### config.mk
export PLATFORM = sky130hd
export DESIGN_NAME = tod_counter
export DESIGN_NICKNAME = d
export VERILOG_FILES = /design/src/rtl/tod_pkg.sv /design/src/rtl/tod_stage_fsm.sv /design/src/rtl/tod_rate.sv /design/src/rtl/tod_pps_load.sv /design/src/rtl/tod_accum.sv /design/src/rtl/tod_counter.sv
export SDC_FILE = /design/constraint.sdc
export NUM_CORES = 1
export LEC_CHECK = 0
export ABC_AREA = 0
export BUFFER_PORTS_ARGS = -buffer_cell sky130_fd_sc_hd__buf_2
export CAP_MARGIN = 20
export CORE_MARGIN = 2
export CORE_UTILIZATION = 30
export DETAILED_ROUTE_END_ITERATION = 16
export GPL_ROUTABILITY_DRIVEN = 1
export HOLD_SLACK_MARGIN = 0.12
export PLACE_DENSITY = 0.45
export SLEW_MARGIN = 40
export SYNTH_ARGS = -nofsm -noshare
export SYNTH_HDL_FRONTEND = slang
export SYNTH_SLANG_ARGS = --single-unit
### constraint.sdc
create_clock -name clk -period 7.67 [get_ports clk]
set_input_delay 0.3835 -clock clk [delete_from_list [all_inputs] [get_ports clk]]
set_output_delay 0.3835 -clock clk [all_outputs]
set_load 0.05 [all_outputs]
### src/rtl/tod_pkg.sv
package tod_pkg;
  typedef enum logic [1:0] {
    ST_LOAD = 2'd0,
    ST_ACQ  = 2'd1,
    ST_LOCK = 2'd2
  } tod_stage_e;
endpackage

### src/rtl/tod_stage_fsm.sv
module tod_stage_fsm
  import tod_pkg::*;
(
  input  logic       clk,
  input  logic       rst_n,
  input  logic       wr_valid,
  input  logic       stage_adv,
  output tod_stage_e stage_q
);
  function automatic tod_stage_e next_stage(input tod_stage_e s);
    case (s)
      ST_LOAD: return ST_ACQ;
      ST_ACQ:  return ST_LOCK;
      default: return ST_LOCK;
    endcase
  endfunction

  always_ff @(posedge clk or negedge rst_n) begin
    if (!rst_n)         stage_q <= ST_LOAD;
    else if (wr_valid)  stage_q <= ST_LOAD;
    else if (stage_adv) stage_q <= next_stage(stage_q);
  end
endmodule

### src/rtl/tod_rate.sv
module tod_rate
  import tod_pkg::*;
#(
  parameter int unsigned ACC_W      = 46,
  parameter int unsigned CORR_W     = 24,
  parameter int unsigned NOM_INC    = 32'd262144,
  parameter int unsigned FINE_SHIFT = 8
) (
  input  logic                     clk,
  input  logic                     rst_n,
  input  logic                     trim_valid,
  input  logic                     trim_fine,
  input  logic signed [CORR_W-1:0] trim_value,
  input  tod_stage_e               stage,
  output logic        [ACC_W-1:0]  inc
);
  logic signed [CORR_W-1:0] corr_q;
  logic coarse_ok, fine_ok;

  function automatic logic signed [CORR_W-1:0] fine_step(input logic signed [CORR_W-1:0] v);
    return v >>> FINE_SHIFT;
  endfunction

  function automatic logic [ACC_W-1:0] rate_inc(input logic signed [CORR_W-1:0] c);
    return ACC_W'(NOM_INC) + ACC_W'(c);
  endfunction

  assign coarse_ok = (stage == ST_ACQ);
  assign fine_ok   = (stage == ST_ACQ) || (stage == ST_LOCK);

  always_ff @(posedge clk or negedge rst_n) begin
    if (!rst_n) begin
      corr_q <= '0;
    end else if (trim_valid) begin
      if (trim_fine && fine_ok)         corr_q <= corr_q + fine_step(trim_value);
      else if (!trim_fine && coarse_ok) corr_q <= trim_value;
    end
  end

  assign inc = rate_inc(corr_q);
endmodule

### src/rtl/tod_pps_load.sv
module tod_pps_load #(
  parameter int unsigned SEC_W = 48
) (
  input  logic             clk,
  input  logic             rst_n,
  input  logic             pps,
  input  logic             wr_valid,
  input  logic [SEC_W-1:0] wr_sec,
  output logic             pps_load,
  output logic [SEC_W-1:0] load_sec
);
  logic             pps_q;
  logic             pend_q;
  logic [SEC_W-1:0] pend_sec_q;
  logic             pps_rise;

  function automatic logic [SEC_W-1:0] after_pulse(input logic [SEC_W-1:0] s);
    return s + SEC_W'(1);
  endfunction

  assign pps_rise = pps & ~pps_q;
  assign pps_load = pps_rise & pend_q;
  assign load_sec = after_pulse(pend_sec_q);

  always_ff @(posedge clk or negedge rst_n) begin
    if (!rst_n) begin
      pps_q      <= 1'b0;
      pend_q     <= 1'b0;
      pend_sec_q <= '0;
    end else begin
      pps_q <= pps;
      if (wr_valid) begin
        pend_q     <= 1'b1;
        pend_sec_q <= wr_sec;
      end else if (pps_load) begin
        pend_q <= 1'b0;
      end
    end
  end
endmodule

### src/rtl/tod_accum.sv
module tod_accum #(
  parameter int unsigned SEC_W      = 48,
  parameter int unsigned NS_W       = 30,
  parameter int unsigned FRAC_W     = 16,
  parameter int unsigned NS_PER_SEC = 1000000000
) (
  input  logic                    clk,
  input  logic                    rst_n,
  input  logic [NS_W+FRAC_W-1:0]  inc,
  input  logic                    pps_load,
  input  logic [SEC_W-1:0]        load_sec,
  output logic [SEC_W-1:0]        sec_q,
  output logic [NS_W-1:0]         ns,
  output logic                    roll_q,
  output logic                    wrap
);
  localparam int unsigned ACC_W = NS_W + FRAC_W;
  localparam logic [ACC_W:0] LIMIT = (ACC_W+1)'(NS_PER_SEC) << FRAC_W;

  logic [ACC_W-1:0] acc_q;
  logic [ACC_W:0]   sum;
  logic [ACC_W-1:0] acc_adv;

  function automatic logic [ACC_W-1:0] fold(input logic [ACC_W:0] s);
    return (s >= LIMIT) ? ACC_W'(s - LIMIT) : ACC_W'(s);
  endfunction

  assign sum     = {1'b0, acc_q} + {1'b0, inc};
  assign wrap    = (sum >= LIMIT);
  assign acc_adv = fold(sum);
  assign ns      = acc_q[ACC_W-1:FRAC_W];

  always_ff @(posedge clk or negedge rst_n) begin
    if (!rst_n) begin
      acc_q  <= '0;
      sec_q  <= '0;
      roll_q <= 1'b0;
    end else if (pps_load) begin
      acc_q  <= '0;
      sec_q  <= load_sec;
      roll_q <= 1'b1;
    end else begin
      acc_q  <= acc_adv;
      roll_q <= wrap;
      if (wrap) sec_q <= sec_q + SEC_W'(1);
    end
  end
endmodule

### src/rtl/tod_counter.sv
module tod_counter
  import tod_pkg::*;
#(
  parameter int unsigned SEC_W      = 48,
  parameter int unsigned FRAC_W     = 16,
  parameter int unsigned CORR_W     = 24,
  parameter int unsigned NS_PER_SEC = 1000000000,
  parameter int unsigned NOM_INC    = 32'd262144,
  parameter int unsigned FINE_SHIFT = 8,
  localparam int unsigned NS_W      = $clog2(NS_PER_SEC),
  localparam int unsigned ACC_W     = NS_W + FRAC_W
) (
  input  logic                     clk,
  input  logic                     rst_n,
  input  logic                     wr_valid,
  input  logic        [SEC_W-1:0]  wr_sec,
  input  logic                     pps,
  input  logic                     stage_adv,
  input  logic                     trim_valid,
  input  logic                     trim_fine,
  input  logic signed [CORR_W-1:0] trim_value,
  output logic        [SEC_W-1:0]  tod_sec,
  output logic        [NS_W-1:0]   tod_ns,
  output logic                     rollover,
  output logic        [1:0]        stage
);
  tod_stage_e       stage_q;
  logic [ACC_W-1:0] inc;
  logic             pps_load;
  logic [SEC_W-1:0] load_sec;
  logic             wrap;

  tod_stage_fsm u_stage (
    .clk(clk), .rst_n(rst_n), .wr_valid(wr_valid),
    .stage_adv(stage_adv), .stage_q(stage_q)
  );

  tod_rate #(
    .ACC_W(ACC_W), .CORR_W(CORR_W), .NOM_INC(NOM_INC), .FINE_SHIFT(FINE_SHIFT)
  ) u_rate (
    .clk(clk), .rst_n(rst_n), .trim_valid(trim_valid), .trim_fine(trim_fine),
    .trim_value(trim_value), .stage(stage_q), .inc(inc)
  );

  tod_pps_load #(.SEC_W(SEC_W)) u_load (
    .clk(clk), .rst_n(rst_n), .pps(pps), .wr_valid(wr_valid),
    .wr_sec(wr_sec), .pps_load(pps_load), .load_sec(load_sec)
  );

  tod_accum #(
    .SEC_W(SEC_W), .NS_W(NS_W), .FRAC_W(FRAC_W), .NS_PER_SEC(NS_PER_SEC)
  ) u_accum (
    .clk(clk), .rst_n(rst_n), .inc(inc), .pps_load(pps_load),
    .load_sec(load_sec), .sec_q(tod_sec), .ns(tod_ns),
    .roll_q(rollover), .wrap(wrap)
  );

  assign stage = stage_q;
endmodule

# --- Word level (Yosys, flattened, before mapping) ---
# Index checks and enable logic that the tools add are counted.
classes:
  n_reduce_logical: 10
  n_eq_ne: 2
  n_bitwise: 3
  add_sub_neg: 6
  mux: 12
  n_lt_le_gt_ge: 1
ops:
  columns: ["cell", "count"]
  rows:
  - ["$add A48 B1 Y48 const B", 2]
  - ["$mux W48", 2]
  - ["$mux W46", 2]
  - ["$mux W24", 2]
  - ["$add A46 B46 Y47", 1]
  - ["$ge A47 B46 Y1 const B", 1]
  - ["$sub A46 B46 Y46 const B", 1]
  - ["$add A20 B24 Y25 const A", 1]
  - ["$add A24 B16 Y24", 1]
  - ["$reduce_bool A2 Y1", 4]
  - ["$mux W2", 3]
  - ["$mux W1", 3]
  - ["$and A1 B1 Y1", 2]
  - ["$eq A2 B1 Y1 const B", 1]
  - ["$eq A2 B2 Y1 const B", 1]
  - ["$logic_and A1 B1 Y1", 2]
  - ["$logic_not A2 Y1", 1]
  - ["$reduce_and A2 Y1", 1]
  - ["$logic_not A1 Y1", 1]
  - ["$logic_or A1 B1 Y1", 1]
  - ["$not A1 Y1", 1]
totals:
  regBits: 171
  wordCells: 42
  output_inout_bits: 81
  input_bits: 79

# --- Longest topological paths before layout ---
logic_depth:
  depth_word: 5
  ltp_mapped: 21
  ltp_nobuf: 17

# --- Cells and area by module ---
# From an unflattened synthesis, not the netlist that was laid out.
unflattened:
  hier_cells: 1648
  area_unflattened_um2: 14204.9
modules_own_cells:
  columns: ["mod", "area_per_inst_um2", "cells_each", "instances"]
  rows:
  - ["tod_accum", 8481.9, 1038, 1]
  - ["tod_pps_load", 3025.4, 274, 1]
  - ["tod_rate", 2618.8, 329, 1]
  - ["tod_stage_fsm", 78.8, 7, 1]

# --- Least setup slack after synthesis ---
# OpenSTA, ideal clock, no wires.
synth_path:
  path_kind: "flip-flop to flip-flop"
  from: "register u_rate.corr_q[18]"
  to: "register u_accum.acc_q[44]"
  stages_incl_launch_ff: 20
  t_arrival_ns: 5.606
  setup_time_ns: 0.078
  path_slack_ns: 1.986
  path_buffers: 3
  cell_sequence: "dfrtp_1 -> ha_1 -> a21boi_0 -> ha_1 -> buf_2 -> a21oi_1 -> o21ai_1 -> mux2_2 -> a211oi_1 -> o311ai_1 -> ha_1 -> nor4_1 -> nor3_1 -> o21ai_1 -> nor3_2 -> o21a_4 -> buf_6 -> buf_6 -> or3_1 -> a21oi_1"
synth_via:
  elab_chain_cells: 5
  word_cells_on_any_way: 6
  cone_classes: "3 x add/sub; 1 x order compare; 2 x mux"
synth_lines:
  columns: ["item", "line_no", "text"]
  rows:
  - ["start: declaration", "tod_rate.sv:17", "logic signed [CORR_W-1:0] corr_q;"]
  - ["start signal: assignment", "tod_rate.sv:35", "if (trim_fine && fine_ok) corr_q <= corr_q + fine_step(trim_value);"]
  - ["start signal: assignment", "tod_rate.sv:36", "else if (!trim_fine && coarse_ok) corr_q <= trim_value;"]
  - ["$add A20 B24 Y25 *", "tod_rate.sv:25", "return ACC_W'(NOM_INC) + ACC_W'(c);"]
  - ["$add A46 B46 Y47 *", "tod_accum.sv:28", "assign sum = {1'b0, acc_q} + {1'b0, inc};"]
  - ["$sub A46 B46 Y46 or $ge A47 B46 Y1 (tied branches)", "tod_accum.sv:25", "return (s >= LIMIT) ? ACC_W'(s - LIMIT) : ACC_W'(s);"]
  - ["$mux W46 *", "tod_accum.sv:25", null]
  - ["$mux W46 *", "tod_accum.sv:38", "end else if (pps_load) begin"]
  - ["end signal: assignment", "tod_accum.sv:43", "acc_q <= acc_adv;"]
  - ["end: declaration", "tod_accum.sv:20", "logic [ACC_W-1:0] acc_q;"]
# Every way passes the cells marked *; elsewhere a longest branch is shown, timed or not.
# A chain may end at the register's enable or synchronous reset.

# --- Worst setup path after layout ---
layout_path:
  from: "register u_rate.corr_q[18]"
  to: "register u_accum.sec_q[22]"
layout_via:
  elab_chain_cells: 4
layout_lines:
  columns: ["item", "line_no", "text"]
  rows:
  - ["$add A20 B24 Y25", "tod_rate.sv:25", null]
  - ["$add A46 B46 Y47", "tod_accum.sv:28", null]
  - ["$ge A47 B46 Y1", "tod_accum.sv:29", "assign wrap = (sum >= LIMIT);"]
  - ["$reduce_bool A2 Y1 (no source line)", null, null]
  - ["end signal: assignment", "tod_accum.sv:40", "sec_q <= load_sec;"]
  - ["end signal: assignment", "tod_accum.sv:45", "if (wrap) sec_q <= sec_q + SEC_W'(1);"]
  - ["end: declaration", "tod_accum.sv:12", "output logic [SEC_W-1:0] sec_q,"]
# Every way passes these cells.

==> impl_results.md <==
* Fmax at 172.9 MHz
* Final Wtd Congestion at 0.8234
* Hpwl dp at 32.33 mm
* Worst slew pin tran at 0.8057 ns
* Fin crit share at 75.41%
* Final Setup Violations at 0
* Clock latency at the later pin of the worst-skew pair at 0.50 ns
* Worst VDD drop at 0.3348 mV
* Data arrival, critical path at 6.20 ns
* Gr ovfl total at 0
* FILL cells at 4,753
* CTS tree: done
* CP startpoint kind: flop
* P_leak at 0.006696 uW
* CP Capture Type: flop
* Syn_nets at 1,785
* H-tree depth at 4
* Max cap viols at 0
* Drt first pass iters at 5
* Syn-to-layout area delta at 16.70%
* I/O pin count at 160
* Final Max Slew Viols at 0
* Buffers on Ports at 159
* PwrDens at 520.8 nW/um^2
* Post-layout util at 35.30%
* Synth Flop Type: dfrtp_1
* Final Hold Fails at 0
* Hold crit path type: primary input to flop
* First-pass GRT wire length at 69.32 mm
* Initial Util at 30.25%
* Yosys warns at 0
* Sink Count at 171
* Synthesized area per cell at 8.396 um^2
* Antenna Diode Count at 0
* Die Wd at 217.5 um
* Largest net degree at the start of global routing at 83
* WP data required at 8.08 ns
* Switching share of power at 54.39%
* Fin crit period at 5.784 ns
* Net Switching at 4518 uW
* Via count at 12,660
* Final nets at 1,921
* Core area at 45,190 um^2
* Post-synthesis cell count at 1,628
* Synth async-reset ratio at 100.0%
* Outcome: complete, no violations
* Layout cells sized above 1 at 16.60%
* Clock group share of total power at 11.4%
* Rows at 78
* Vias per inst at 5.327
* Combinational share of power at 71.1%
* Total routed wirelength at 43.09 mm
* Post-synth EDFFs at 0
* CP max FO at 53
* Mapped Area at 13,670 um^2
* CTS root buf: clkbuf_16
* Bufs on Longest Clock Path at 2
* Setup CP Type: flop to flop
* Die Ht at 217.5 um
* Vias in the first global route at 12,580
* Post-synthesis cell type count at 81
* Setup TNS at 0 ns
* Antenna violations before repair at 0
* Slew Limit Headroom at 46.28%
* Register area at 4279 um^2
* Post-synthesis sequential area ratio at 31.30%
* Register share of total power at 17.6%
* Multi-input logic area at 8771 um^2
* RSZ-0062 raised after global routing: false
* Area of the die at 47,290 um^2
* DR iter-0 viols at 727
* Post-DRT Antenna Nets at 0
* Global Route Usage Sum at 18.68%
* Internal power at 3789 uW
* Clock Skew at 0.01748 ns
* Clock transition at path regs at 0.07 ns
* Yosys top cell by area: dfrtp_1
* Post-synth top area share at 31.30%
* Post-synthesis register bit count at 171
* # DRC at 0
* Total CTS buffers at 17
* Top cells by area, synth: dfrtp_1, ha_1, mux2_2, a21oi_1, o21ai_0
* DR WL/cell at 18.13 um
==> state kept, by name, indices dropped and copies added, names as in the netlist <==
name	cells
u_load.pend_sec_q	48
u_rate.corr_q	24
u_accum.sec_q	48
u_load.pend_q	1
u_load.pps_q	1
u_stage.stage_q	2
u_accum.acc_q	46
u_accum.roll_q	1
==> critical path, cell delays in order (launching register included) <==
cell and delay [ns]:
dfrtp_1 0.44, ha_1 0.27, a21boi_2 0.12, buf_4 0.29, ha_1 0.34, nand2_1 0.17
o21ai_1 0.45, mux2_2 0.39, a211oi_1 0.18, o311ai_1 0.26, ha_1 0.30, nor4_1 0.54
nor3_1 0.15, o21ai_1 0.37, nor3_2 0.13, o21a_4 0.32, buf_12 0.22, buf_16 0.19
or3_1 0.35, a31oi_1 0.19
==> cell families after synthesis <==
| group | synth area share [%] |
|---|---|
| fa+ha+maj | 7.249 |
| simple gates | 22.23 |
| flops | 31.30 |
| xor+xnor | 5.510 |
| buf+inv | 4.659 |
| mux | 6.389 |
| compound gates | 22.65 |
==> path summary, 6_finish.rpt <==
path,end,slack (ns),cells after the start,start
setup reg to reg,u_accum.sec_q[22]$_DFFE_PN0P_,1.89,19,u_rate.corr_q[18]$_DFFE_PN0P_
max in group asynchronous,u_accum.sec_q[33]$_DFFE_PN0P_,5.30,4,rst_n
hold reg to reg,u_load.pend_q$_DFFE_PN0P_,0.50,1,u_load.pend_q$_DFFE_PN0P_
hold / removal,u_rate.corr_q[6]$_DFFE_PN0P_,0.17,3,trim_value[6]
min in group asynchronous,u_rate.corr_q[22]$_DFFE_PN0P_,0.52,2,rst_n
setup / recovery,u_accum.sec_q[22]$_DFFE_PN0P_,1.89,19,u_rate.corr_q[18]$_DFFE_PN0P_
==> through the flow <==
| stage | instances | power [uW] | cell area [um^2] | setup slack [ns] | hold WS (ns) |
|---|---|---|---|---|---|
| after floorplan | 1628 | 5912 | 13670 | 1.986 | 0.08791 |
| after global placement | 2291 | 7182 | 14760 | 2.008 | 0.4738 |
| after detailed placement | 2293 | 7309 | 14810 | 1.988 | 0.4878 |
| after CTS | 2377 | 8331 | 15940 | 1.969 | 0.1348 |
| after global routing | 2377 | 9079 | 15950 | 1.440 | 0.1718 |
| final | 2377 | 8308 | 15950 | 1.886 | 0.1748 |
==> layout by cell type, fill, tap and decap left out, drive strengths merged, types with 21 or more instances in the layout <==
cell type and instances:
a31oi 54, xnor2 62, buf 169, nand4 28, and3 22, nand3 56, xor2 24, mux2i 22
o21ai 137, ha 76, a21o 35, or3 71, nand2 148, inv 33, mux2 58, dfrtp 171
clkbuf 21, a21oi 116, and2 27, nor2 132, nor3 38, dlygate4sd3 52
==> area by class of cell <==
| cell class | instances | area share, % |
|---|---|---|
| tap | 600 | 4.706 |
| timing repair buffer | 222 | 9.052 |
| clock buffer | 20 | 2.863 |
| sequential | 171 | 26.83 |
| clock inverter | 12 | 0.9569 |
| inverter | 26 | 0.6118 |
| multi-input combinational | 1326 | 54.98 |
==> synthesized netlist by cell type, types with 24 or more instances <==
master and count:
a21o_1 35, xor2_1 24, buf_4 32, nand3_1 53, clkbuf_1 51, and2_1 27, mux2_2 58, nand4_1 28
o21ai_0 115, inv_1 25, nor2_1 131, dfrtp_1 171, nand2_1 147, a21oi_1 115, nor3_1 37, a31oi_1 54
or3_1 71, ha_1 76, xnor2_1 62
==> per-layer routing <==
metal	wire length, um	share of wire [%]	global-route usage, %
met5	0	0	0
met4	691	1.6	5.320
met3	2006	4.7	4.351
met2	20220	47	30.32
met1	20170	47	24.73
==> power by group through the flow <==
| stage | Clock [uW] | Combinational, uW | Sequential, uW |
|---|---|---|---|
| final | 945 | 5900 | 1460 |
| after global routing | 1020 | 6550 | 1500 |
| after CTS | 983 | 5880 | 1470 |
| after detailed placement | 0 | 5820 | 1480 |
| after global placement | 0 | 5700 | 1480 |
| after floorplan | 0 | 4300 | 1610 |
==> timing repair <==
| action | 4_1_cts | 5_1_grt |
|---|---|---|
| hold buffers | 52 | 0 |
| resized for setup | 0 | 0 |
| endpoints found under the hold margin | 129 | 0 |
| buffers inserted | 0 | 0 |
(Power assumes the default switching activity.)
